`src/rtl/tba_pkg.sv`:
```
package tba_pkg;

    typedef enum logic [1:0] {
        ST_IDLE,
        ST_MANUAL,
        ST_TIMED
    } win_state_e;

    localparam logic [7:0] CTRL_OFS = 8'h10;
    localparam logic [7:0] LO_OFS   = 8'h14;
    localparam logic [7:0] HI_OFS   = 8'h18;

    localparam int TMR_W = 40;
    localparam int RES_W = 64;

    localparam logic [7:0] PAY_BASE = 8'h20;

    // Window length in cycles for a duration code; 0 means "not timed".
    function automatic logic [TMR_W-1:0] dur_cycles(input logic [7:0] code,
                                                    input longint unsigned cpu);
        longint unsigned us;
        case (code)
            8'h01:   us = 64'd1000;
            8'h02:   us = 64'd10000;
            8'h03:   us = 64'd100000;
            8'h04:   us = 64'd1000000;
            8'h05:   us = 64'd2000000;
            8'h06:   us = 64'd4000000;
            8'hFF:   us = 64'd4;
            default: us = 64'd0;
        endcase
        return TMR_W'(us * cpu);
    endfunction

endpackage

```
`src/rtl/tba_incr_sel.sv`:
```
module tba_incr_sel
    import tba_pkg::*;
#(
    parameter int NCOND = 9,
    parameter int NLANE = 4,
    parameter int PAY_W = 16
) (
    input  logic [7:0]             report,
    input  logic [NCOND-1:0]       cond,
    input  logic [NLANE*PAY_W-1:0] pay,
    output logic [PAY_W-1:0]       inc
);
    logic [PAY_W-1:0] lane_units [NLANE];

    for (genvar g = 0; g < NLANE; g++) begin : g_lane
        assign lane_units[g] = pay[g*PAY_W +: PAY_W];
    end

    always_comb begin
        inc = '0;
        if (report == 8'h00) begin
            inc = PAY_W'(1);
        end
        for (int k = 1; k <= NCOND; k++) begin
            if (report == 8'(k)) begin
                inc = PAY_W'(cond[k-1]);
            end
        end
        for (int n = 0; n < NLANE; n++) begin
            if (report == PAY_BASE + 8'(n)) begin
                inc = lane_units[n];
            end
        end
    end
endmodule

```
`src/rtl/tba_window_fsm.sv`:
```
module tba_window_fsm
    import tba_pkg::*;
#(
    parameter int CYC_PER_US = 250
) (
    input  logic       clk,
    input  logic       rst_n,
    input  logic       arm,
    input  logic       disarm,
    input  logic [7:0] dur_code,
    output win_state_e state,
    output logic       expire
);
    win_state_e        state_d;
    logic [TMR_W-1:0]  rem_q;
    logic [TMR_W-1:0]  load;

    assign load = dur_cycles(dur_code, longint'(CYC_PER_US));

    always_comb begin
        state_d = state;
        unique case (state)
            ST_IDLE: begin
                if (arm && dur_code == 8'h00)      state_d = ST_MANUAL;   // ARM_MANUAL
                else if (arm && load != '0)        state_d = ST_TIMED;    // ARM_TIMED
            end
            ST_MANUAL: begin
                if (disarm)                        state_d = ST_IDLE;     // STOP
            end
            ST_TIMED: begin
                if (disarm || rem_q == TMR_W'(1))  state_d = ST_IDLE;     // STOP / EXPIRE
            end
            default:                               state_d = ST_IDLE;
        endcase
    end

    always_ff @(posedge clk) begin
        if (!rst_n) state <= ST_IDLE;
        else        state <= state_d;
    end

    always_ff @(posedge clk) begin
        if (!rst_n)                         rem_q <= '0;
        else if (state == ST_IDLE && arm)   rem_q <= load;
        else if (state == ST_TIMED)         rem_q <= rem_q - TMR_W'(1);
    end

    assign expire = (state == ST_TIMED) && (rem_q == TMR_W'(1));


    timer_live_chk: assert property (@(posedge clk) disable iff (!rst_n)
        (state == ST_TIMED) |-> (rem_q != '0));

    expire_idle_chk: assert property (@(posedge clk) disable iff (!rst_n)
        expire |=> (state == ST_IDLE));
endmodule

```
`src/rtl/tba_accum.sv`:
```
module tba_accum
    import tba_pkg::*;
#(
    parameter int PAY_W = 16
) (
    input  logic             clk,
    input  logic             rst_n,
    input  logic             clr,
    input  logic             en,
    input  logic [PAY_W-1:0] inc,
    output logic [RES_W-1:0] acc
);
    always_ff @(posedge clk) begin
        if (!rst_n)   acc <= '0;
        else if (clr) acc <= '0;
        else if (en)  acc <= acc + RES_W'(inc);
    end


    hold_when_closed_chk: assert property (@(posedge clk) disable iff (!rst_n)
        (!en && !clr) |=> $stable(acc));
endmodule

```
`src/rtl/time_window_meter.sv`:
```
module time_window_meter
    import tba_pkg::*;
#(
    parameter int CYC_PER_US = 250,
    parameter int NCOND      = 9,
    parameter int NLANE      = 4,
    parameter int PAY_W      = 16
) (
    input  logic                   clk,
    input  logic                   rst_n,
    input  logic                   wr_en,
    input  logic [7:0]             wr_addr,
    input  logic [31:0]            wr_data,
    input  logic [7:0]             rd_addr,
    output logic [31:0]            rd_data,
    input  logic [NCOND-1:0]       cond_in,
    input  logic [NLANE*PAY_W-1:0] pay_units
);
    logic [7:0]       report_q;
    logic [7:0]       dur_q;
    logic             start_q;
    logic             wr_ctrl, arm, disarm, expire, counting;
    win_state_e       state;
    logic [PAY_W-1:0] inc;
    logic [RES_W-1:0] result;

    assign wr_ctrl = wr_en && (wr_addr == CTRL_OFS);
    assign arm     = wr_ctrl &&  wr_data[0] && !start_q;
    assign disarm  = wr_ctrl && !wr_data[0];

    always_ff @(posedge clk) begin
        if (!rst_n) begin
            report_q <= '0;
            dur_q    <= '0;
            start_q  <= 1'b0;
        end else begin
            if (wr_ctrl) begin
                report_q <= wr_data[31:24];
                dur_q    <= wr_data[15:8];
            end
            if (arm)                  start_q <= 1'b1;
            else if (disarm || expire) start_q <= 1'b0;
        end
    end

    tba_window_fsm #(.CYC_PER_US(CYC_PER_US)) i_fsm (
        .clk      (clk),
        .rst_n    (rst_n),
        .arm      (arm),
        .disarm   (disarm),
        .dur_code (wr_data[15:8]),
        .state    (state),
        .expire   (expire)
    );

    tba_incr_sel #(.NCOND(NCOND), .NLANE(NLANE), .PAY_W(PAY_W)) i_sel (
        .report (report_q),
        .cond   (cond_in),
        .pay    (pay_units),
        .inc    (inc)
    );

    assign counting = (state != ST_IDLE);

    tba_accum #(.PAY_W(PAY_W)) i_acc (
        .clk   (clk),
        .rst_n (rst_n),
        .clr   (arm),
        .en    (counting),
        .inc   (inc),
        .acc   (result)
    );

    always_comb begin
        unique case (rd_addr)
            CTRL_OFS: rd_data = {report_q, 8'h00, dur_q, 7'h00, start_q};
            LO_OFS:   rd_data = result[31:0];
            HI_OFS:   rd_data = result[63:32];
            default:  rd_data = '0;
        endcase
    end


    fresh_window_chk: assert property (@(posedge clk) disable iff (!rst_n)
        $rose(start_q) |-> (result == '0));

    closed_when_stopped_chk: assert property (@(posedge clk) disable iff (!rst_n)
        !start_q |-> (state == ST_IDLE));

    unused_report_chk: assert property (@(posedge clk) disable iff (!rst_n)
        (start_q && ((report_q > 8'h09 && report_q < 8'h20) || report_q > 8'h23))
        |=> $stable(result));
endmodule

```
`config.mk`:
```
export PLATFORM = sky130hd
export DESIGN_NAME = time_window_meter
export DESIGN_NICKNAME = d
export VERILOG_FILES = /design/src/rtl/tba_pkg.sv /design/src/rtl/tba_incr_sel.sv /design/src/rtl/tba_window_fsm.sv /design/src/rtl/tba_accum.sv /design/src/rtl/time_window_meter.sv
export SDC_FILE = /design/constraint.sdc
export NUM_CORES = 1
export LEC_CHECK = 0
export BUFFER_PORTS_ARGS = -buffer_cell sky130_fd_sc_hd__buf_2
export CAP_MARGIN = 20
export CORE_ASPECT_RATIO = 1.25
export CORE_MARGIN = 2
export CORE_UTILIZATION = 55
export DETAILED_ROUTE_END_ITERATION = 6
export PLACE_DENSITY_LB_ADDON = 0.1
export SLEW_MARGIN = 10
export SYNTH_ARGS = -nofsm -noshare
export SYNTH_HDL_FRONTEND = slang
export SYNTH_SLANG_ARGS = --single-unit
```
`constraint.sdc`:
```
create_clock -name clk -period 7 [get_ports clk]
set_input_delay 0.35 -clock clk [delete_from_list [all_inputs] [get_ports clk]]
set_output_delay 0.35 -clock clk [all_outputs]
set_load 0.05 [all_outputs]
```
==> flow_summary_export.csv, run 1 <==
group,metric,value,unit
clock_tree,cts.sinks,123,
clock_tree,cts_root_buf,"clkbuf_16",
global_route,grt_pass1_vias,10030,
yosys,synth.most_common_cell,"nor2_1",
yosys,synthCells,1326,
critical_path,r2r-end,"i_acc.acc[56]",
route,via_per_inst,5.842,
yosys,synth_area_leaders,"dfxtp_1, fa_1, ha_1",
yosys,syn_nets,1593,
place,placed_area,11950,um2
die,dieArea,21160,um2
timing,setup_tns,0,ns
global_route,grt_max_degree,51,
yosys,synth_adder_area_share,20.43,%
critical_path,critPathLaunch,"wr_data[12]",
route,wl_per_cell,16.70,um
place,port_buffers,140,
timing,rsz0062_at_grt,"no",
global_route,track_usage,28.43,%
timing,period_minus_slack,6.448,ns
yosys,synth_top_family_by_area,"simple AND/OR/NAND/NOR gates",
clock_tree,cts_resized,0,
finish,layout.nets,1709,
timing,relSlewSlack,38.09,%
yosys,synth_warnings,0,
power,power.leakage,5.815,nW
yosys,synth_area,11000,um2
place,routabilityCongestion,0.8509,
critical_path,critPathMaxFanout,7,
min_path,hold_path_class,"input pin to register",
critical_path,r2r_cells,19,
global_route,grt_antenna_before_repair,2,
timing,tightest_slew,0.9286,ns
clock_tree,clockBufferDepth,2,
yosys,yosys.area_share.xor_xnor,5.811,%
yosys,synth-async-reset-ratio,0,%
job,max_cap_viol_count,0,
yosys,synth_ff_type,"dfxtp_1",
die,coreArea,19540,um2
route,first_pass_iters,5,
die,pin_count,156,
place,place.detailed.hpwl,22.11,mm
global_route,grt-ovfl-total,0,
clock_tree,cts_tree,"yes",
global_route,grt_first_pass_wirelength,48.44,mm
timing,finalCritPeriodShare,92.12,%
clock_tree,holdBufCountCts,0,
yosys,avgSynthCellArea,8.297,um2
timing,max_freq,0.1551,GHz
die,rows,57,
yosys,yosysTopAreaCellShare,22.38,%
min_path,whs_path_depth,3,
power,power_density,140.0,nW/um2
timing,setup_viol,0,
die,die_h,162.1,um
die,start_util,56.30,%
min_path,hp-start,"wr_data[29]",
clock_tree,numCtsBuffers,17,
yosys,ys_ff_latch,123,
critical_path,reg2reg_slack,1.64,ns
route,ant_nets,0,
yosys,muxShareOfSynthArea,6.733,%
clock_tree,clk_pin_slew,0.05,ns
critical_path,crit_type,"input pin to register",
critical_path,arrival,6.74,ns
critical_path,r2r_start,"report_q[3]",
finish,drive_above_1_share,15.68,%
timing,hold_violations,0,
finish,n_antenna_cell,0,
critical_path,cp-end-kind,"register",
route,routed_wl,28.71,mm
timing,clock_skew,0.009148,ns
timing,drv_slew,0,
clock_tree,post_cts_buffers,0,
yosys,seq_area_frac_synth,22.38,%
yosys,yosys.area.top_type,"dfxtp_1",
yosys,synth_cell_types,64,
yosys,synth_compound_area_share,16.17,%
critical_path,critPathLaunchType,"input pin",
clock_tree,cts_max_level,4,
power,peakVddDrop,0.1702,mV
yosys,synthTopCellsByCount,"nor2_1, inv_1, dfxtp_1",
clock_tree,clk_latency,0.42,ns
status,outcome,"complete, no violations",
yosys,synth_edf_count,0,
die,die_w,130.5,um
route,vias,10040,
critical_path,crit_path_end,"i_fsm.state[1]",
critical_path,critPathRequiredTime,7.29,ns
finish,area_growth_syn_to_layout,14.39,%
finish,finalInstanceArea,12580,um2
route,drcViolationCount,0,
yosys,yosys.area_share.simple,21.77,%
route,drt_iter0_markers,536,
final cells by class:
class	instances	area (um2)
multi-input cells	1007	7805
fillers	1801	6957
flip-flops and latches	123	2462
repair buffers	161	858.3
inverters	132	495.5
clock buffers	18	439.2
well taps	265	331.6
clock inverters	13	192.7
through the flow:
step                utilization [%]  hold WS (ns)  instances  setup WS (ns)  power (W)
floorplan                         -        0.4495       1326         0.5309  0.0007820
global placement              61.13        0.4614       1687         0.2532  0.0008276
detailed placement            61.13        0.4656       1687         0.1607  0.0008295
CTS                           64.36        0.1559       1718         0.5514   0.001769
global route                  64.40        0.1802       1719        0.09754   0.001817
finish                        64.40        0.1623       1719         0.5518   0.001761
power breakdown:
group          internal, W  switching [W]  total (W)
Clock             0.000606       0.000340   0.000947
Combinational    0.0000529      0.0000609   0.000114
Sequential        0.000701    0.000000477   0.000701
metal layers:
layer	track usage, %	vias to the layer above	routed length (um)
met5	0	-	24
met4	11.03	4	954
met1	32.44	4838	11540
met3	4.381	65	1071
met2	52.46	222	15120
li1	-	4914	-
how the worst min path moves through the flow:
stage | end | slack, ns
final | report_q[5] | 0.16
after global routing | report_q[2] | 0.18
after global placement | i_acc.acc[0] | 0.46
after floorplan | i_acc.acc[4] | 0.45
after detailed placement | i_acc.acc[0] | 0.47
after CTS | report_q[5] | 0.16
logic make-up after synthesis:
group	count (synthesis)
AOI/OAI and AO/OA	264
xor gates and xnor gates	73
adders and majority gates	143
buffers and inverters	196
DFF	123
muxes	54
and+or+nand+nor	473
cell usage in the layout (no fill, tap or decap), types with 7 or more instances in the layout:
master	count
a211oi_1	20
a21o_1	15
a21oi_1	82
a22o_1	15
a31oi_1	9
and2_1	8
and3_1	14
buf_2	140
buf_4	21
clkbuf_16	17
dfxtp_1	123
fa_1	61
ha_1	82
inv_1	131
mux2i_1	38
mux4_2	16
nand2_1	83
nand3_1	36
nand4_1	22
nor2_1	148
nor2b_1	21
nor3_1	21
nor3b_1	7
nor4_1	14
o211ai_1	14
o21a_1	12
o21ai_0	32
o311ai_0	19
o41ai_1	11
or2_2	11
or3_1	38
or4_1	26
xnor2_1	48
xor2_1	25
sequential cells by signal, indices dropped and copies added, names as in the netlist:
| register | count |
|---|---|
| dur_q | 8 |
| i_acc.acc | 64 |
| i_fsm.rem_q | 40 |
| i_fsm.state | 2 |
| report_q | 8 |
| start_q | 1 |
worst max-delay path, cell delays in order:
cell and delay (ns):
buf_2 0.12, or4_1 0.59, nor2_1 0.39, nand3_1 0.35
inv_1 0.27, nor2_1 0.16, fa_1 0.55, fa_1 0.44
fa_1 0.51, fa_1 0.52, inv_1 0.04, ha_1 0.35
nor3_1 0.25, o21ai_0 0.14, o211a_1 0.21, a211oi_1 0.45
xnor2_1 0.15, or4_1 0.53, nor4_1 0.26, a21oi_1 0.10
No activity file was read; power rests on OpenSTA's default activity.
==> inputs of run 2 (changes only) <==
MAX_ROUTING_LAYER = met4   (was default)
==> flow_summary_export.csv, run 2 (synthesis gave the netlist of run 1 again) <==
group,metric,value,unit
status,outcome,"complete, no violations",
finish,final_cell_mix,"nor2_1, buf_2, inv_1",
timing,rsz0062_at_grt,"no",
place,placed_area,11950,um2
place,place.detailed.hpwl,22.11,mm
global_route,grt_pass1_vias,10040,
finish,utilization,64.43,%
critical_path,critPathMaxFanout,7,
critical_path,crit_chain,"buf_2 > or4_1 > nor2_1 > nand3_1 > inv_1 > nor2_1 > inv_1 > ha_1 > fa_1 > inv_1 > fa_1 > fa_1 > inv_1 > ha_1 > and3_1 > o2bb2ai_1 > o211a_1 > a211oi_1 > xnor2_1 > or4_1 > nor4_1 > a21oi_1",
min_path,hold_path_class,"input pin to register",
timing,worst_slack,0.5611,ns
die,pin_count,156,
finish,layout.nets,1709,
place,placed_cells,1687,
power,peakVddDrop,0.1725,mV
global_route,track_usage,29.26,%
critical_path,worst_path_most_repeated_cell,"inv_1",
place,port_buffers,140,
clock_tree,clockBufferDepth,2,
min_path,holdPathEnd,"report_q[5]",
finish,finalInstanceArea,12590,um2
clock_tree,numCtsBuffers,17,
finish,drive_above_1_share,15.68,%
route,vias,10050,
route,first_pass_iters,6,
route,wl_per_cell,16.67,um
timing,max_freq,0.1553,GHz
timing,finalCritPeriodShare,91.98,%
critical_path,crit_type,"input pin to register",
finish,fill_cells,1800,
min_path,hp-start,"wr_data[29]",
min_path,whs_path_depth,3,
finish,final_common_cell,"nor2_1",
finish,multi_input_area,7805,um2
finish,finalNonFillerCells,1721,
die,die_w,130.5,um
critical_path,slowest_delay,0.59,ns
finish,area.sequential,2462,um2
critical_path,slowest_stage,"or4_1",
timing,period_minus_slack,6.439,ns
clock_tree,clk_latency,0.42,ns
finish,area_growth_syn_to_layout,14.43,%
die,dieArea,21160,um2
timing,setup_tns,0,ns
finish,regMostFlops,"i_acc.acc",
finish,largestRegisters,"i_acc.acc: 64 flops, i_fsm.rem_q: 40 flops",
die,rows,57,
timing,setup_viol,0,
critical_path,critPathLaunchType,"input pin",
place,pre_cts_ws,0.1607,ns
die,die_h,162.1,um
clock_tree,cts_root_buf,"clkbuf_16",
power,power_density,139.9,nW/um2
critical_path,arrival,6.73,ns
timing,relSlewSlack,38.72,%
route,via_per_inst,5.840,
clock_tree,cts_tree,"yes",
clock_tree,cts.sinks,123,
job,max_cap_viol_count,0,
critical_path,r2r-end,"i_acc.acc[56]",
critical_path,r2r_cells,19,
global_route,grt_max_degree,51,
route,drt_iter0_markers,559,
power,power.leakage,5.815,nW
clock_tree,post_cts_buffers,0,
critical_path,reg2reg_slack,1.63,ns
timing,clock_skew,0.008147,ns
timing,tightest_slew,0.9193,ns
critical_path,cp-end-kind,"register",
clock_tree,cts_resized,0,
place,routabilityCongestion,0.8643,
route,drcViolationCount,0,
route,routed_wl,28.68,mm
critical_path,critPathRequiredTime,7.30,ns
global_route,grt_first_pass_wirelength,48.43,mm
die,start_util,56.30,%
global_route,grt-ovfl-total,0,
global_route,grt_antenna_before_repair,2,
die,coreArea,19540,um2
finish,largest_register_ffs,64,
clock_tree,clk_pin_slew,0.06,ns
route,ant_nets,0,
timing,drv_slew,0,
timing,hold_violations,0,
clock_tree,cts_max_level,4,
clock_tree,holdBufCountCts,0,
critical_path,r2r_start,"report_q[3]",
-- run 2: area by class of cell --
| type | count | area share (%) |
|---|---|---|
| antenna | 2 | 0.03975 |
| clock buffer | 18 | 3.488 |
| sequential | 123 | 19.56 |
| tap | 265 | 2.634 |
| clock inverter | 13 | 1.531 |
| multi-input combinational | 1007 | 62.00 |
| timing repair buffer | 161 | 6.818 |
| inverter | 132 | 3.936 |
-- run 2: per-layer routing --
| layer | routed length (um) | vias up | track usage [%] | part of all wire [%] |
|---|---|---|---|---|
| met5 | 0 | - | - | 0 |
| met4 | 994 | 0 | 11.22 | 3.5 |
| met3 | 1150 | 67 | 4.315 | 4.0 |
| met2 | 15060 | 244 | 52.44 | 53 |
| met1 | 11480 | 4813 | 32.42 | 40 |
| li1 | - | 4926 | - | - |
-- run 2: critical path, delay by kind of cell --
family          cells  cell delay, ns
fa+ha+maj           5            2.09
xor+xnor            1            0.15
compound gates      4            1.03
simple gates        7            2.50
buf+inv             5            0.63
-- run 2: how the worst max path moves through the flow --
stage                                 to  slack, ns         from  cells after the start
after global routing      i_fsm.state[1]        0.1  wr_data[12]                     21
after CTS                 i_fsm.state[1]       0.55  wr_data[12]                     22
final                     i_fsm.state[1]       0.56  wr_data[12]                     22
after global placement    i_fsm.state[1]       0.25  wr_data[12]                     22
after floorplan           i_fsm.state[1]       0.53  wr_data[12]                     21
after detailed placement  i_fsm.state[1]       0.16  wr_data[12]                     22
-- run 2: power by group --
group | switching [W] | total (W) | internal, W
clock | 0.000340 | 0.000946 | 0.000606
sequential | 0.000000475 | 0.000701 | 0.000701
combinational | 0.0000606 | 0.000114 | 0.0000529
total | 0.000401 | 0.00176 | 0.00136
-- run 2: stage by stage --
stage | hold WS [ns] | power (W)
CTS | 0.1559 | 0.001769
finish | 0.1596 | 0.001761
global placement | 0.4614 | 0.0008276
detailed placement | 0.4656 | 0.0008295
global route | 0.1806 | 0.001817
floorplan | 0.4495 | 0.0007820
==> inputs of run 3 (changes only) <==
CTS_BUF_LIST = sky130_fd_sc_hd__clkbuf_4   (was default)
PLACE_DENSITY = 0.77   (was default)
PLACE_DENSITY_LB_ADDON = default   (was 0.1)
==> flow_summary_export.csv, run 3 (synthesis gave the netlist of run 1 again) <==
group,metric,value,unit
min_path,hold_path_class,"input pin to register",
finish,area_growth_syn_to_layout,11.09,%
critical_path,slowest_delay,0.57,ns
route,routed_wl,28.35,mm
route,via_per_inst,5.920,
timing,clock_skew,0.03025,ns
global_route,grt_first_pass_wirelength,47.15,mm
timing,tightest_slew,0.9382,ns
place,port_buffers,140,
route,ant_nets,0,
route,drcViolationCount,0,
finish,final_cell_mix,"nor2_1, buf_2, inv_1",
timing,drv_slew,0,
timing,period_minus_slack,6.277,ns
finish,finalNonFillerCells,1719,
finish,largestRegisters,"i_acc.acc: 64 flops, i_fsm.rem_q: 40 flops",
timing,hold_violations,0,
power,p_switching,0.0003771,W
place,placed_area,11950,um2
timing,max_freq,0.1593,GHz
critical_path,slowest_stage,"fa_1",
timing,setup_viol,0,
clock_tree,cts_tree,"yes",
clock_tree,clockBufferDepth,2,
route,wl_per_cell,16.49,um
power,p_int,0.0009408,W
route,vias,10180,
clock_tree,clk_latency,0.55,ns
status,outcome,"complete, no violations",
route,drt_iter0_markers,716,
finish,drive_above_1_share,15.68,%
die,start_util,56.30,%
critical_path,critPathRequiredTime,7.44,ns
die,pin_count,156,
die,die_h,162.1,um
place,routabilityCongestion,0.8814,
power,p_comb_share,8.7,%
finish,n_antenna_cell,0,
critical_path,critPathMaxFanout,7,
finish,regMostFlops,"i_acc.acc",
global_route,track_usage,28.38,%
die,coreArea,19540,um2
timing,finalCritPeriodShare,89.67,%
finish,layout.nets,1708,
die,dieArea,21160,um2
clock_tree,cts_root_buf,"clkbuf_4",
power,seq_power_share,53.2,%
clock_tree,post_cts_buffers,0,
job,max_cap_viol_count,0,
timing,relSlewSlack,37.46,%
finish,finalInstanceArea,12220,um2
finish,fill_cells,1800,
power,power_density,107.8,nW/um2
critical_path,crit_type,"input pin to register",
global_route,grt_antenna_before_repair,0,
die,die_w,130.5,um
critical_path,arrival,6.72,ns
power,swShare,28.61,%
die,rows,57,
timing,setup_tns,0,ns
timing,rsz0062_at_grt,"no",
power,peakVddDrop,0.07979,mV
critical_path,crit_chain,"buf_2 > or4_1 > nor2_1 > nand3_1 > inv_1 > nor2_1 > fa_1 > inv_1 > fa_1 > fa_1 > inv_1 > fa_1 > inv_1 > ha_1 > o21a_1 > o32a_1 > a32o_1 > a211oi_1 > xnor2_1 > or4_1 > nor4_1 > a21oi_1",
finish,largest_register_ffs,64,
route,first_pass_iters,5,
critical_path,cp-end-kind,"register",
global_route,grt_max_degree,63,
clock_tree,cts_resized,0,
finish,utilization,62.54,%
clock_tree,holdBufCountCts,0,
finish,final_common_cell,"nor2_1",
place,place.detailed.hpwl,22.00,mm
power,power.leakage,5.657,nW
global_route,grt_pass1_vias,10100,
global_route,grt-ovfl-total,0,
clock_tree,cts.sinks,123,
power,clkPwrFrac,38.1,%
power,p_total,0.001318,W
clock_tree,cts_max_level,4,
clock_tree,numCtsBuffers,17,
critical_path,critPathLaunchType,"input pin",
place,placed_cells,1687,
clock_tree,clk_pin_slew,0.13,ns
-- run 3: power groups by stage --
stage,clock [W],sequential (W),combinational [W]
after floorplan,0,0.000716,0.0000658
after global placement,0,0.000716,0.000111
after detailed placement,0,0.000716,0.000114
after CTS,0.000513,0.000701,0.000115
after global routing,0.000539,0.000701,0.000126
final,0.000503,0.000701,0.000114
-- run 3: metrics by stage --
stage	hold WS [ns]	setup slack, ns
finish	0.04291	0.7234
global route	0.02346	0.3147
CTS	0.001628	0.7760
detailed placement	0.4718	0.2093
global placement	0.4585	0.2581
floorplan	0.4495	0.5309
-- run 3: worst paths after layout --
check	startpoint	to	slack (ns)	depth (start not counted)
max	wr_data[12]	i_fsm.state[1]	0.72	22
max reg2reg	report_q[3]	i_acc.acc[57]	1.72	18
min	wr_data[24]	report_q[0]	0.04	3
min reg2reg	i_acc.acc[15]	i_acc.acc[15]	0.49	2
-- run 3: routing by layer --
metal	vias up	part of all wire, %	track usage, %
li1	4925	-	-
met4	0	3.1	10.93
met1	4907	40	31.72
met3	63	4.6	3.755
met2	281	52	50.88
met5	-	0	-
-- run 3: cell type report --
class | count | area, um2 | area share, %
Inverter | 132 | 495.5 | 4.054
Sequential cell | 123 | 2462 | 20.15
Multi-Input combinational cell | 1007 | 7805 | 63.86
Clock inverter | 15 | 148.9 | 1.218
Clock buffer | 17 | 127.6 | 1.044
Timing Repair Buffer | 160 | 850.8 | 6.962
Tap cell | 265 | 331.6 | 2.713
-- run 3: critical path: cells and delay by family --
| kind | cells | cell delay (ns) |
|---|---|---|
| buf+inv | 5 | 0.42 |
| simple gates | 6 | 2.12 |
| compound gates | 5 | 1.26 |
| fa+ha+maj | 5 | 2.43 |
| xor+xnor | 1 | 0.15 |
